`config.mk`:
```
export PLATFORM = sky130hd
export DESIGN_NAME = pcs_ctrl_shifter
export DESIGN_NICKNAME = d
export VERILOG_FILES = /design/src/rtl/pcs_pkg.sv /design/src/rtl/pcs_decode.sv /design/src/rtl/pcs_de_reg.sv /design/src/rtl/pcs_em_reg.sv /design/src/rtl/pcs_mw_reg.sv /design/src/rtl/pcs_ctrl_shifter.sv
export SDC_FILE = /design/constraint.sdc
export NUM_CORES = 1
export LEC_CHECK = 0
export BUFFER_PORTS_ARGS = -buffer_cell sky130_fd_sc_hd__buf_4
export CORE_MARGIN = 1.5
export CORE_UTILIZATION = 40
export CTS_CLUSTER_DIAMETER = 40
export CTS_CLUSTER_SIZE = 8
export DETAILED_ROUTE_END_ITERATION = 10
export GPL_TIMING_DRIVEN = 0
export PLACE_DENSITY_LB_ADDON = 0.2
export RECOVER_POWER = 50
export SLEW_MARGIN = 40
export SYNTH_ARGS = -nofsm -noshare
export SYNTH_HDL_FRONTEND = slang
export SYNTH_SLANG_ARGS = --single-unit
```
`constraint.sdc`:
```
create_clock -name clk -period 2.7 [get_ports clk]
set_clock_uncertainty 0.15 [all_clocks]
set_input_delay 0.405 -clock clk [delete_from_list [all_inputs] [get_ports clk]]
set_output_delay 0.405 -clock clk [all_outputs]
set_load 0.05 [all_outputs]
```
`src/rtl/pcs_pkg.sv`:
```
package pcs_pkg;

  // opcode encodings
  localparam logic [5:0] OPC_REG   = 6'h00;
  localparam logic [5:0] OPC_LOAD  = 6'h23;
  localparam logic [5:0] OPC_STORE = 6'h2B;
  localparam logic [5:0] OPC_BEQ   = 6'h04;
  localparam logic [5:0] OPC_ADDI  = 6'h08;
  localparam logic [5:0] OPC_ORI   = 6'h0D;

  // accepted register-register function codes
  localparam logic [5:0] FN_ADD = 6'h20;
  localparam logic [5:0] FN_SUB = 6'h22;
  localparam logic [5:0] FN_AND = 6'h24;
  localparam logic [5:0] FN_OR  = 6'h25;
  localparam logic [5:0] FN_SLT = 6'h2A;

  typedef enum logic [1:0] {
    ALU_ADD  = 2'b00,
    ALU_SUB  = 2'b01,
    ALU_FUNC = 2'b10,
    ALU_OR   = 2'b11
  } alu_class_e;

  typedef struct packed {
    logic       ext_op;
    logic       alu_src;
    alu_class_e alu_op;
    logic       reg_dst;
  } ex_grp_t;

  typedef struct packed {
    logic mem_wr;
    logic branch;
  } mem_grp_t;

  typedef struct packed {
    logic mem_to_reg;
    logic reg_wr;
  } wb_grp_t;

  typedef struct packed {
    logic     ok;
    ex_grp_t  ex;
    mem_grp_t mem;
    wb_grp_t  wb;
  } ctl_word_t;

  localparam ctl_word_t NOP_WORD = '0;

endpackage

```
`src/rtl/pcs_decode.sv`:
```
module pcs_decode
  import pcs_pkg::*;
#(
  parameter int OPC_W = 6,
  parameter int FN_W  = 6
) (
  input  logic [OPC_W-1:0] opcode,
  input  logic [FN_W-1:0]  funct,
  output ctl_word_t        word
);

  logic fn_known;

  always_comb begin
    fn_known = (funct == FN_W'(FN_ADD)) || (funct == FN_W'(FN_SUB)) ||
               (funct == FN_W'(FN_AND)) || (funct == FN_W'(FN_OR))  ||
               (funct == FN_W'(FN_SLT));
  end

  always_comb begin
    word = NOP_WORD;
    if (opcode == OPC_W'(OPC_REG)) begin
      if (fn_known) begin
        word.ok        = 1'b1;
        word.ex.alu_op = ALU_FUNC;
        word.ex.reg_dst = 1'b1;
        word.wb.reg_wr = 1'b1;
      end
    end else if (opcode == OPC_W'(OPC_LOAD)) begin
      word.ok            = 1'b1;
      word.ex.ext_op     = 1'b1;
      word.ex.alu_src    = 1'b1;
      word.ex.alu_op     = ALU_ADD;
      word.wb.mem_to_reg = 1'b1;
      word.wb.reg_wr     = 1'b1;
    end else if (opcode == OPC_W'(OPC_STORE)) begin
      word.ok         = 1'b1;
      word.ex.ext_op  = 1'b1;
      word.ex.alu_src = 1'b1;
      word.ex.alu_op  = ALU_ADD;
      word.mem.mem_wr = 1'b1;
    end else if (opcode == OPC_W'(OPC_BEQ)) begin
      word.ok         = 1'b1;
      word.ex.ext_op  = 1'b1;
      word.ex.alu_op  = ALU_SUB;
      word.mem.branch = 1'b1;
    end else if (opcode == OPC_W'(OPC_ADDI)) begin
      word.ok         = 1'b1;
      word.ex.ext_op  = 1'b1;
      word.ex.alu_src = 1'b1;
      word.ex.alu_op  = ALU_ADD;
      word.wb.reg_wr  = 1'b1;
    end else if (opcode == OPC_W'(OPC_ORI)) begin
      word.ok         = 1'b1;
      word.ex.alu_src = 1'b1;
      word.ex.alu_op  = ALU_OR;
      word.wb.reg_wr  = 1'b1;
    end
  end

  // an invalid word carries no strobe
  always_comb begin
    if (!word.ok) begin
      assert (word.mem.mem_wr == 1'b0 && word.wb.reg_wr == 1'b0)
        else $error("p_nop_strobes_r3");
    end
  end

endmodule

```
`src/rtl/pcs_de_reg.sv`:
```
module pcs_de_reg
  import pcs_pkg::*;
#(
  parameter int RA_W = 5
) (
  input  logic            clk,
  input  logic            rst,
  input  logic            take,
  input  logic            squash,
  input  ctl_word_t       word_i,
  input  logic [RA_W-1:0] rt_i,
  input  logic [RA_W-1:0] rd_i,
  output ctl_word_t       word_q,
  output logic [RA_W-1:0] rt_q,
  output logic [RA_W-1:0] rd_q
);

  logic load_real;
  assign load_real = take && !squash && word_i.ok;

  always_ff @(posedge clk) begin
    if (rst || !load_real) begin
      word_q <= NOP_WORD;
      rt_q   <= '0;
      rd_q   <= '0;
    end else begin
      word_q <= word_i;
      rt_q   <= rt_i;
      rd_q   <= rd_i;
    end
  end

  // a squashed slot leaves no valid word at execute
  p_squash_nop_r9: assert property (@(posedge clk) disable iff (rst)
    squash |=> !word_q.ok);
  // nothing offered means a no-op at execute
  p_idle_nop_r10: assert property (@(posedge clk) disable iff (rst)
    !take |=> (word_q == NOP_WORD));

endmodule

```
`src/rtl/pcs_em_reg.sv`:
```
module pcs_em_reg
  import pcs_pkg::*;
#(
  parameter int RA_W = 5
) (
  input  logic            clk,
  input  logic            rst,
  input  logic            valid_i,
  input  logic            reg_dst_i,
  input  mem_grp_t        mem_i,
  input  wb_grp_t         wb_i,
  input  logic [RA_W-1:0] rt_i,
  input  logic [RA_W-1:0] rd_i,
  output logic            valid_q,
  output mem_grp_t        mem_q,
  output wb_grp_t         wb_q,
  output logic [RA_W-1:0] dest_q
);

  logic [RA_W-1:0] dest_sel;
  assign dest_sel = reg_dst_i ? rd_i : rt_i;

  always_ff @(posedge clk) begin
    if (rst) begin
      valid_q <= 1'b0;
      mem_q   <= '0;
      wb_q    <= '0;
      dest_q  <= '0;
    end else begin
      valid_q <= valid_i;
      mem_q   <= mem_i;
      wb_q    <= wb_i;
      dest_q  <= dest_sel;
    end
  end

  // memory stage follows execute one edge later
  p_follow_on_r5: assert property (@(posedge clk) disable iff (rst)
    valid_i |=> valid_q);
  p_follow_off_r5: assert property (@(posedge clk) disable iff (rst)
    !valid_i |=> !valid_q);
  // store, branch and register write never share one word
  p_excl_r2: assert property (@(posedge clk) disable iff (rst)
    $onehot0({mem_q.mem_wr, mem_q.branch, wb_q.reg_wr}));
  // destination taken from rd for register-register words
  p_dest_rd_r7: assert property (@(posedge clk) disable iff (rst)
    (valid_i && reg_dst_i) |=> (dest_q == $past(rd_i)));

endmodule

```
`src/rtl/pcs_mw_reg.sv`:
```
module pcs_mw_reg
  import pcs_pkg::*;
#(
  parameter int RA_W = 5
) (
  input  logic            clk,
  input  logic            rst,
  input  logic            valid_i,
  input  wb_grp_t         wb_i,
  input  logic [RA_W-1:0] dest_i,
  output logic            valid_q,
  output wb_grp_t         wb_q,
  output logic [RA_W-1:0] dest_q
);

  always_ff @(posedge clk) begin
    if (rst) begin
      valid_q <= 1'b0;
      wb_q    <= '0;
      dest_q  <= '0;
    end else begin
      valid_q <= valid_i;
      wb_q    <= wb_i;
      dest_q  <= dest_i;
    end
  end

  // writeback group and destination are the memory stage's, one edge on
  p_dest_carry_r6: assert property (@(posedge clk) disable iff (rst)
    valid_i |=> (valid_q && dest_q == $past(dest_i) && wb_q == $past(wb_i)));
  p_write_valid_r6: assert property (@(posedge clk) disable iff (rst)
    wb_q.reg_wr |-> valid_q);

endmodule

```
`src/rtl/pcs_ctrl_shifter.sv`:
```
module pcs_ctrl_shifter
  import pcs_pkg::*;
#(
  parameter int OPC_W = 6,
  parameter int FN_W  = 6,
  parameter int RA_W  = 5
) (
  input  logic            clk,
  input  logic            rst,
  input  logic            dec_valid,
  output logic            dec_ready,
  input  logic [OPC_W-1:0] dec_opcode,
  input  logic [FN_W-1:0] dec_funct,
  input  logic [RA_W-1:0] dec_rt,
  input  logic [RA_W-1:0] dec_rd,
  input  logic            stall,
  input  logic            bubble,
  output logic            ex_valid,
  output logic            ex_ext_op,
  output logic            ex_alu_src,
  output logic [1:0]      ex_alu_op,
  output logic            ex_reg_dst,
  output logic            mem_valid,
  output logic            mem_wr,
  output logic            mem_branch,
  output logic [RA_W-1:0] mem_dest,
  output logic            wb_valid,
  output logic            wb_mem_to_reg,
  output logic            wb_reg_wr,
  output logic [RA_W-1:0] wb_dest
);

  ctl_word_t       dec_word;
  ctl_word_t       de_word;
  logic [RA_W-1:0] de_rt, de_rd;
  logic            em_valid;
  mem_grp_t        em_mem;
  wb_grp_t         em_wb;
  logic [RA_W-1:0] em_dest;
  logic            mw_valid;
  wb_grp_t         mw_wb;
  logic [RA_W-1:0] mw_dest;
  logic            take;

  assign dec_ready = !stall;
  assign take      = dec_valid && dec_ready;

  pcs_decode #(.OPC_W(OPC_W), .FN_W(FN_W)) u_dec (
    .opcode (dec_opcode),
    .funct  (dec_funct),
    .word   (dec_word)
  );

  pcs_de_reg #(.RA_W(RA_W)) u_de (
    .clk    (clk),
    .rst    (rst),
    .take   (take),
    .squash (bubble),
    .word_i (dec_word),
    .rt_i   (dec_rt),
    .rd_i   (dec_rd),
    .word_q (de_word),
    .rt_q   (de_rt),
    .rd_q   (de_rd)
  );

  pcs_em_reg #(.RA_W(RA_W)) u_em (
    .clk       (clk),
    .rst       (rst),
    .valid_i   (de_word.ok),
    .reg_dst_i (de_word.ex.reg_dst),
    .mem_i     (de_word.mem),
    .wb_i      (de_word.wb),
    .rt_i      (de_rt),
    .rd_i      (de_rd),
    .valid_q   (em_valid),
    .mem_q     (em_mem),
    .wb_q      (em_wb),
    .dest_q    (em_dest)
  );

  pcs_mw_reg #(.RA_W(RA_W)) u_mw (
    .clk     (clk),
    .rst     (rst),
    .valid_i (em_valid),
    .wb_i    (em_wb),
    .dest_i  (em_dest),
    .valid_q (mw_valid),
    .wb_q    (mw_wb),
    .dest_q  (mw_dest)
  );

  assign ex_valid      = de_word.ok;
  assign ex_ext_op     = de_word.ex.ext_op;
  assign ex_alu_src    = de_word.ex.alu_src;
  assign ex_alu_op     = de_word.ex.alu_op;
  assign ex_reg_dst    = de_word.ex.reg_dst;
  assign mem_valid     = em_valid;
  assign mem_wr        = em_mem.mem_wr;
  assign mem_branch    = em_mem.branch;
  assign mem_dest      = em_dest;
  assign wb_valid      = mw_valid;
  assign wb_mem_to_reg = mw_wb.mem_to_reg;
  assign wb_reg_wr     = mw_wb.reg_wr;
  assign wb_dest       = mw_dest;

  // reset empties every stage at the next edge
  p_reset_empty_r1: assert property (@(posedge clk)
    rst |=> (!ex_valid && !mem_valid && !wb_valid && !mem_wr && !wb_reg_wr));
  // stall puts a no-op at execute while execute still drains into memory
  p_stall_nop_r8: assert property (@(posedge clk) disable iff (rst)
    stall |=> !ex_valid);
  p_stall_drain_r8: assert property (@(posedge clk) disable iff (rst)
    (stall && ex_valid) |=> mem_valid);
  // a held offer with stall and bubble together is not consumed
  p_hold_r11: assert property (@(posedge clk) disable iff (rst)
    (stall && dec_valid) |-> !dec_ready);

endmodule

```
# After elaboration in Yosys (flattened, before gate mapping)
# Cells that the tools add are included.
# W data, S select, Z words.
# op_classes
eq_ne,10
muxes,22
n_bitwise,1
n_reduce_logical,16
# op_table
operator,n
$eq A6 B6 Y1 const B,7
$mux W5,3
$mux W1,13
$eq A6 B4 Y1 const B,2
$mux W3,3
$eq A6 B3 Y1 const B,1
$logic_not A6 Y1,1
$mux W2,3
$logic_or A1 B1 Y1,5
$reduce_or A2 Y1,2
$reduce_or A4 Y1,1
$logic_and A1 B1 Y1,3
$logic_not A1 Y1,3
$reduce_or A3 Y1,1
$not A1 Y1,1
# word_totals
register_bits,38
in_bits,27
out_inout_bits,23
wordCells,70

# Depth between registers and ports, before layout
# Gate-level depths: netlist (run 1).
# logic_depth
depth_word,11
ltp_mapped,6
mapped_depth_nobuf,4

# Modules after synthesis
# A second synthesis (run 1) with hierarchy kept.
# unflattened
hier_cells,113
area_unflattened_um2,1303.8
# by_module_without_submodules
mod,instances,cells_each,area_per_inst_um2,seq_area_each_um2
pcs_de_reg,1,42,546.8,400.4
pcs_em_reg,1,27,316.6,200.2
pcs_decode,1,26,220.2,0.0
pcs_mw_reg,1,16,210.2,160.2
pcs_ctrl_shifter,1,2,10.0,0.0

# Worst setup path after synthesis (run 1)
# Ideal clock, no wire load.
# synth_timing
kind,input-to-reg
startpoint,in dec_opcode[3]
endpoint,reg u_de.rd_q[0]
setup_ps,112
t_arrival_ps,1318
t_required_ps,2438
setup_slack_ps,1120
cell_stages,6
path_buffers,2
path_cell_list,buf_2 -> and4bb_1 -> o21a_1 -> o21ba_4 -> buf_6 -> nor2_1
# synth_via
elab_chain_len,10
elab_cells_between_ends,15
cone_classes,eq/ne (5); mux (6); reduce/logical (4)
# synth_rtl
element,line_no,text
"start, declared",pcs_ctrl_shifter.sv:12,"input logic [OPC_W-1:0] dec_opcode,"
$eq A6 B4 Y1,pcs_decode.sv:53,end else if (opcode == OPC_W'(OPC_ORI)) begin
$mux W1,pcs_decode.sv:53,
$mux W1,pcs_decode.sv:47,end else if (opcode == OPC_W'(OPC_ADDI)) begin
$mux W2,pcs_decode.sv:42,end else if (opcode == OPC_W'(OPC_BEQ)) begin
$mux W5,pcs_decode.sv:36,end else if (opcode == OPC_W'(OPC_STORE)) begin
$mux W5,pcs_decode.sv:29,end else if (opcode == OPC_W'(OPC_LOAD)) begin
$mux W1 *,pcs_decode.sv:22,if (opcode == OPC_W'(OPC_REG)) begin
$logic_and A1 B1 Y1 *,pcs_de_reg.sv:19,assign load_real = take && !squash && word_i.ok;
$logic_not A1 Y1 *,pcs_de_reg.sv:22,if (rst || !load_real) begin
$logic_or A1 B1 Y1 *,pcs_de_reg.sv:22,
"end signal, assigned",pcs_de_reg.sv:29,rd_q <= rd_i;
"end, declared",pcs_de_reg.sv:15,output logic [RA_W-1:0] rd_q
# Mark *: on every way between the ends. The rest lies on a longest branch, timed or not.
# A chain may end at the register's enable or synchronous reset.

# Worst setup path after layout (run 1)
# layout_timing
startpoint,in rst
endpoint,reg u_de.word_q[2] in the netlist's numbering
# layout_via
elab_chain_len,2
# layout_rtl
element,line_no,text
"start, declared",pcs_ctrl_shifter.sv:9,"input logic rst,"
$logic_or A1 B1 Y1,pcs_de_reg.sv:22,
$reduce_or A4 Y1 (no line),-,
"end signal, assigned",pcs_de_reg.sv:27,word_q <= word_i;
"end, declared",pcs_de_reg.sv:13,"output ctl_word_t word_q,"
# No other way between the ends.

==> metrics.txt, run 1 <==
Via density ~4.4; # Max-Cap Violations 0; final core utilization 57.6%; Hold WC Path Type input port to register; GRT busiest layer met2; vias in the first global route a little under 900; # DRC 0; syn avg cell area approximately 10 um2; GPL Wtd Cong 0.675; Slew Viols, Final 0; Inst Count DP roughly 220; filler cell count between 200 and 300; VDD IR max about 270 uV; maximum number of pins on one net before global-route repair 14; WS Path Type input port to register; Total GRT Usage approximately 14%; Initial Util ~43%; DP Wirelength about 1800 um; Crit Path Max Fanout 10; via count just over 1000; CTS tree yes; Final Hold Vio Count 0; post-CTS setup buffer count 0; FFs w/ async S/R, synth 0%; clock slew at reported path FFs between 100 and 150 ps; Site Rows 20; Num CTS Buffers 5; Pwr per Cell Area between 500 and 600 nW/um2; net count after synthesis between 150 and 200; final period utilization between 60 and 70%; Final setup viols 0; Seq/Total Area, Yosys around 57%; Routed wire per std cell between 10 and 15 um; Synth Flop Type dfxtp_1; Ports 50; met1 GRT Util 16.3%; Data arrival, critical path 1830 ps; Die Span Y 60.9 um; H-tree levels 2; initial antenna violation count 0; post-CTS resize count 0; die width 60.9 um; worst setup margin ~960 ps; Initial DRC Count 18; f_max about 570 MHz; Syn-to-layout area delta 34.5%; Max-slew headroom between 50 and 60%; Post-Layout Cell Count between 200 and 250; Worst Path Required between 2000 and 3000 ps; Final Net Count between 200 and 250; status finished, final reports clean; Die ar. 3710 um2; CP Launch Type input port; setup tns final 0 ps; core area 3130 um2; Root Buffer Master clkbuf_4; clk sinks 38; Ys Warns 0; Post-Route WL ~2400 um; met3 GRT Util 4.90%; gr ovfl total 0; Final min period roughly 1700 ps; RSZ-0062 raised after global routing false; layout cells sized above 1 32.4%; port bufs 47; first-pass GRT wire length 3750 um; library cells used by synthesis 32; Final ANT Viol Nets 0; Antenna diodes 0; pre-CTS WS between 800 and 900 ps; #FFs+latches synth 38; Post-CTS Hold Fix Bufs 0; TritonRoute pass-1 iters 4; Slew @ Worst Pin 725 ps; Syn Inst Count approximately 130; crit end category register; GR Layer Usage met2 22.6%; post-synthesis cell area 1340 um2; number of synthesized flops with an enable pin 0; clk buf depth 2; Worst-Skew Late Latency between 300 and 400 ps; Leak approximately 0.75 nW
power breakdown:
group	total [mW]	switching (mW)	internal, mW
combinational	0.0739	0.0364	0.0375
clock	0.375	0.181	0.194
sequential	0.562	0.000292	0.561
total	1.01	0.218	0.793
cells by family (layout without fill, tap and decap cells):
| kind of cell | Yosys count | after routing | share of synthesized area [%] |
|---|---|---|---|
| buf+inv | 12 | 67 | 5.23 |
| xor+xnor | 1 | 1 | 0.654 |
| flops | 38 | 38 | 56.8 |
| compound gates | 8 | 8 | 4.58 |
| mux | 6 | 6 | 4.48 |
| simple gates | 68 | 68 | 28.3 |
final cells by class:
| type | count | area (um2) | area share, % |
|---|---|---|---|
| Sequential cell | 38 | 761 | 42.2 |
| Multi-Input combinational cell | 83 | 494 | 27.4 |
| Tap cell | 44 | 55.1 | 3.06 |
| Inverter | 2 | 7.51 | 0.417 |
| Clock inverter | 3 | 45.0 | 2.50 |
| Buffer | 10 | 60.1 | 3.33 |
| Clock buffer | 5 | 37.5 | 2.08 |
| Timing Repair Buffer | 47 | 342 | 19.0 |
worst paths after layout:
path	start	endpoint	slack [ps]	cells past startpoint
worst min register to register	u_em.wb_q[1]$_SDFF_PP0_	u_mw.wb_q[1]$_SDFF_PP0_	300	1
worst max register to register	u_de.word_q[4]$_SDFF_PP0_	u_em.dest_q[3]$_SDFF_PP0_	1500	3
worst max-delay path	rst	u_de.word_q[2]$_SDFF_PP0_	960	5
worst min-delay path	dec_opcode[4]	u_de.word_q[2]$_SDFF_PP0_	110	2
registers in the layout, indices dropped and copies added (netlist names), 2 cells and up:
register	count
u_em.dest_q	5
u_de.rt_q	5
u_em.wb_q	2
u_mw.wb_q	2
u_em.mem_q	2
u_de.rd_q	5
u_mw.dest_q	5
u_de.word_q	10
Yosys cell counts (all sizes together) (2+ instances only):
master  number  area, um2
nor4         3       48.8
mux2i        6       60.1
buf          9       58.8
inv          2       7.51
nand2b       2       12.5
a21oi        2       10.0
nor2b       14       87.6
dfxtp       38        761
nand2       14       52.6
nor2        22       82.6
nand3        4       20.0
critical path: stages:
cell and delay [ps]:
clkbuf_4 110, clkbuf_1 200, nor4_1 660, nand3_1 200
nor4_1 250
through the flow:
stage          area, um2  power [mW]  hold slack (ps)
4_1_cts             1830        1.03              120
5_1_grt             1800        1.06             97.5
2_1_floorplan       1340       0.612              264
3_3_place_gp        1750       0.649              269
3_5_place_dp        1750       0.652              278
6_report            1800        1.01              113
placed cells by master (no fill, tap or decap), drive strengths merged:
cell type,instances
o21ai,1
dfxtp,38
or4,1
xor2,1
o21ba,1
buf,48
and3,1
nor3,1
a31oi,1
nand4,1
nor4,3
clkbuf,14
and3b,1
inv,2
bufinv,1
mux2i,6
a22oi,1
and4bb,1
a21oi,2
or2,1
a311oi,1
nor2b,14
nand2b,2
o21a,1
nand2,14
nand3,4
and4,1
clkinvlp,2
nor2,22
or3b,1
metal layers:
layer,share of wire [%],up-vias
li1,-,538
met1,44,434
met2,46,40
met3,7.1,6
met4,2.2,0
met5,0,-
Power figures use the tool's default switching activity.
==> run 2, diff against run 1 <==
--- a/config.mk
+++ b/config.mk
@@ -5,6 +5,7 @@
 export SDC_FILE = /design/constraint.sdc
 export NUM_CORES = 1
 export LEC_CHECK = 0
+export ABC_AREA = 1
 export BUFFER_PORTS_ARGS = -buffer_cell sky130_fd_sc_hd__buf_4
 export CORE_MARGIN = 1.5
 export CORE_UTILIZATION = 40
==> constraint.sdc (replaced) <==
create_clock -name clk -period 1.6 [get_ports clk]
set_clock_uncertainty 0.15 [all_clocks]
set_input_delay 0.24 -clock clk [delete_from_list [all_inputs] [get_ports clk]]
set_output_delay 0.24 -clock clk [all_outputs]
set_load 0.05 [all_outputs]
==> run 2 against run 1 <==
Power rose by 65%. Critical path type unchanged. Combinational power grew 87%. Largest power group unchanged. Sequential cell count is the same. Via count grew 9.6%. Synthesized area rose by 0.84%.
==> metrics.txt, run 2 <==
status finished, final reports clean (unchanged); f_max around 660 MHz; most frequent cells in the layout buf_4 (45), inv_1 (41), dfxtp_1 (38), nor2_1 (28), nor2_2 (16) (was buf_4 (46), dfxtp_1 (38), nor2_1 (22), nor2b_1 (14), nand2_1 (14)); Num CTS Buffers 5 (unchanged); Die ar. 3740 um2 (was 3710 um2); most common cell after layout, fill and taps aside buf_4 (unchanged); Pwr per Cell Area 845 nW/um2 (was 561 nW/um2); post-CTS setup buffer count 0 (unchanged); Final min period 1520 ps; Initial DRC Count 31 (was 18); FFs w/ async S/R, synth 0% (unchanged); TritonRoute pass-1 iters 4 (unchanged); Site Rows 20 (unchanged); CTS tree yes (unchanged); Data arrival, critical path 1650 ps (was 1830 ps); met1 GRT Util 15.0% (was 16.3%); Synth Flop Type dfxtp_1 (unchanged); Hold Crit Start dec_opcode[3] (was dec_opcode[4]); Antenna diodes 0 (unchanged); Worst-Skew Late Latency 330 ps (about the same); port bufs 49 (was 47); Hold Path Depth 3 (was 2); most frequent cell after synthesis inv_1 (was dfxtp_1); NetSw 340 uW (was 218 uW); Hold WC Path Type input port to register (unchanged); first-pass GRT wire length 3850 um (was 3750 um); # DRC 0 (unchanged); Reg with most FFs u_de.word_q (unchanged); die width 61.1 um (was 60.9 um); Ys Warns 0 (unchanged); initial antenna violation count 0 (unchanged); Die Span Y 61.1 um (was 60.9 um); Clk network pwr share 34.7% (was 37.1%); hold endpoint u_de.word_q[3]$_SDFF_PP0_ (was u_de.word_q[2]$_SDFF_PP0_); CP Launch Type input port (unchanged); largest area contributor in the netlist dfxtp_1 (unchanged); Worst Path Required 1730 ps (was 2790 ps); Seq/Total Area, Yosys 56.3% (was 56.8%); crit end category register (unchanged); max reg flops 10 (unchanged); register area 761 um2 (unchanged); clk sinks 38 (unchanged); setup tns final 0 ps (unchanged); R2R Setup Slk 620 ps (was 1500 ps); Syn Inst Count 166 (was 133); maximum number of pins on one net before global-route repair 12 (was 14); #FFs+latches synth 38 (unchanged); Slowest-stage cell, CP dlygate4sd3_1 (was nor4_1); Synth top area share 56.3% (was 56.8%); area occupied by multi-input gates 417 um2 (was 494 um2); Leak 1.03 nW (was 0.752 nW); Slew Viols, Final 0 (unchanged); number of synthesized flops with an enable pin 0 (unchanged); Final Hold Vio Count 0 (unchanged); Crit path largest cell delay 560 ps (was 660 ps); library cells used by synthesis 17 (was 32); via count 1116 (was 1018); Ports 50 (unchanged); RR Startpoint u_de.word_q[4]$_SDFF_PP0_ (unchanged); met3 GRT Util 5.88% (was 4.90%); most frequent cells after synthesis inv_1 (41), dfxtp_1 (38), nor2_1 (31), nand2_1 (16), nor2_2 (13) (was dfxtp_1 (38), nor2_1 (22), nand2_1 (14), nor2b_1 (14), mux2i_1 (6)); final period utilization 95.2%; switch share 20.4% (was 21.5%); GRT busiest layer met2 (unchanged); Reg2Reg Capture Point u_em.dest_q[4]$_SDFF_PP0_ (was u_em.dest_q[3]$_SDFF_PP0_); Syn-to-layout area delta 45.6% (was 34.5%); Max-slew headroom 60.5% (was 51.2%); Flop pwr share 57.0% (was 55.6%); syn avg cell area 8.14 um2 (was 10.1 um2); vias in the first global route 977 (was 883); WS Path Type input port to register (unchanged); Slew @ Worst Pin 596 ps (was 725 ps); final core utilization 62.9% (was 57.6%); Final setup viols 0 (unchanged); clock slew at reported path FFs 100 ps (was 120 ps); layout cells sized above 1 36.3% (was 32.4%); Int Power 1.32 mW (was 793 uW); # Max-Cap Violations 0 (unchanged); Routed wire per std cell 8.62 um (was 10.2 um); DP Wirelength 1800 um (about the same); Comb pwr share 8.3% (was 7.3%); post-synthesis cell area 1350 um2 (was 1340 um2); r2r worst-path depth 3 (unchanged); Root Buffer Master clkbuf_4 (unchanged); clk buf depth 2 (unchanged); Post-Route WL 2400 um (was 2360 um); gr ovfl total 0 (unchanged); Total GRT Usage 14.6% (was 14.1%); RSZ-0062 raised after global routing false (unchanged); filler cell count 291 (was 287); GPL Wtd Cong 0.782 (was 0.675); net count after synthesis 193 (was 160); Final Net Count 260 (was 214); Final ANT Viol Nets 0 (unchanged); Initial Util 43.2% (was 42.8%); Via density 4.01 (was 4.39); crit-path cells dlygate4sd3_1 -> buf_6 -> nor2_2 -> and3_4 -> o21ai_0 -> inv_1 -> nand2_2 -> nor2_1 (was clkbuf_4 -> clkbuf_1 -> nor4_1 -> nand3_1 -> nor4_1); H-tree levels 2 (unchanged); VDD IR max 410 uV (was 270 uV); GR Layer Usage met2 24.9% (was 22.6%); core area 3130 um2 (unchanged); Crit Path Max Fanout 6 (was 10); top cells by area, synth dfxtp_1 (56%), inv_1 (11%), nor2_1 (8.6%) (was dfxtp_1 (57%), nor2b_1 (6.5%), nor2_1 (6.2%))
==> run 2: changes by cell type after synthesis, moves of 3 or more <==
| cell | change |
|---|---|
| nor2_1 | +9 |
| nor2_2 | +13 |
| mux2i_1 | -6 |
| o21ai_0 | +7 |
| nor2b_1 | -14 |
| inv_1 | +39 |
| nand2_2 | +3 |
==> run 2: worst max-delay path, delay by kind of cell <==
family / cells / cell delay, ps
buffers and inverters: 3 / 850
and+or+nand+nor: 4 / 490
AOI/OAI and AO/OA: 1 / 80
==> run 2: layout make-up <==
class	count	share of cell area, %
clock buffer	8	4.01
buffer	4	1.53
timing repair buffer	60	23.8
sequential	38	38.7
inverter	42	8.02
tap	44	2.80
multi-input combinational	82	21.2
==> run 2: through the flow <==
stage / worst slack (ps) / hold WS [ps] / power, mW / area [um2] / cells
floorplan: 204 / 161 / 1.02 / 1350 / 166
global placement: 193 / 241 / 1.08 / 1770 / 259
detailed placement: 183 / 244 / 1.08 / 1770 / 259
CTS: 43.1 / 21.5 / 1.68 / 1960 / 278
global route: 0.256 / 21.5 / 1.74 / 1970 / 278
finish: 77.3 / 28.6 / 1.66 / 1970 / 278
==> run 2: how the worst max path moves through the flow <==
stage	startpoint	to	slack, ps	cells after the start
2_1_floorplan	stall	u_de.word_q[1]$_SDFF_PP0_	200	6
3_3_place_gp	dec_opcode[3]	u_de.rd_q[1]$_SDFF_PP0_	190	10
3_5_place_dp	dec_opcode[3]	u_de.rd_q[1]$_SDFF_PP0_	180	10
4_1_cts	rst	u_de.word_q[1]$_SDFF_PP0_	40	8
5_1_grt	rst	u_de.word_q[1]$_SDFF_PP0_	0.3	8
6_report	rst	u_de.word_q[3]$_SDFF_PP0_	80	8
==> run 2: power by group through the flow <==
stage / Sequential (mW) / Combinational, mW / Clock (mW)
2_1_floorplan: 0.972 / 0.0458 / 0
3_3_place_gp: 0.969 / 0.111 / 0
3_5_place_dp: 0.969 / 0.114 / 0
4_1_cts: 0.947 / 0.136 / 0.596
5_1_grt: 0.948 / 0.151 / 0.645
6_report: 0.947 / 0.138 / 0.577
==> run 2: kinds of logic after synthesis <==
kind of cell	synth area share, %
DFF	56.3
buffers and inverters	13.9
AOI/OAI and AO/OA	2.59
and+or+nand+nor	27.2
==> run 2: metal layers <==
metal,routed length (um),vias to the layer above
met2,1210,41
li1,-,605
met4,68,0
met1,958,463
met3,156,7
met5,0,-
==> run 2: what timing repair did <==
action | 4_1_cts | 5_1_grt
hold buffers | 11 | 0
hold endpoints to repair | 13 | 0
resized for setup | 0 | 6
endpoints found under the setup margin | 0 | 5
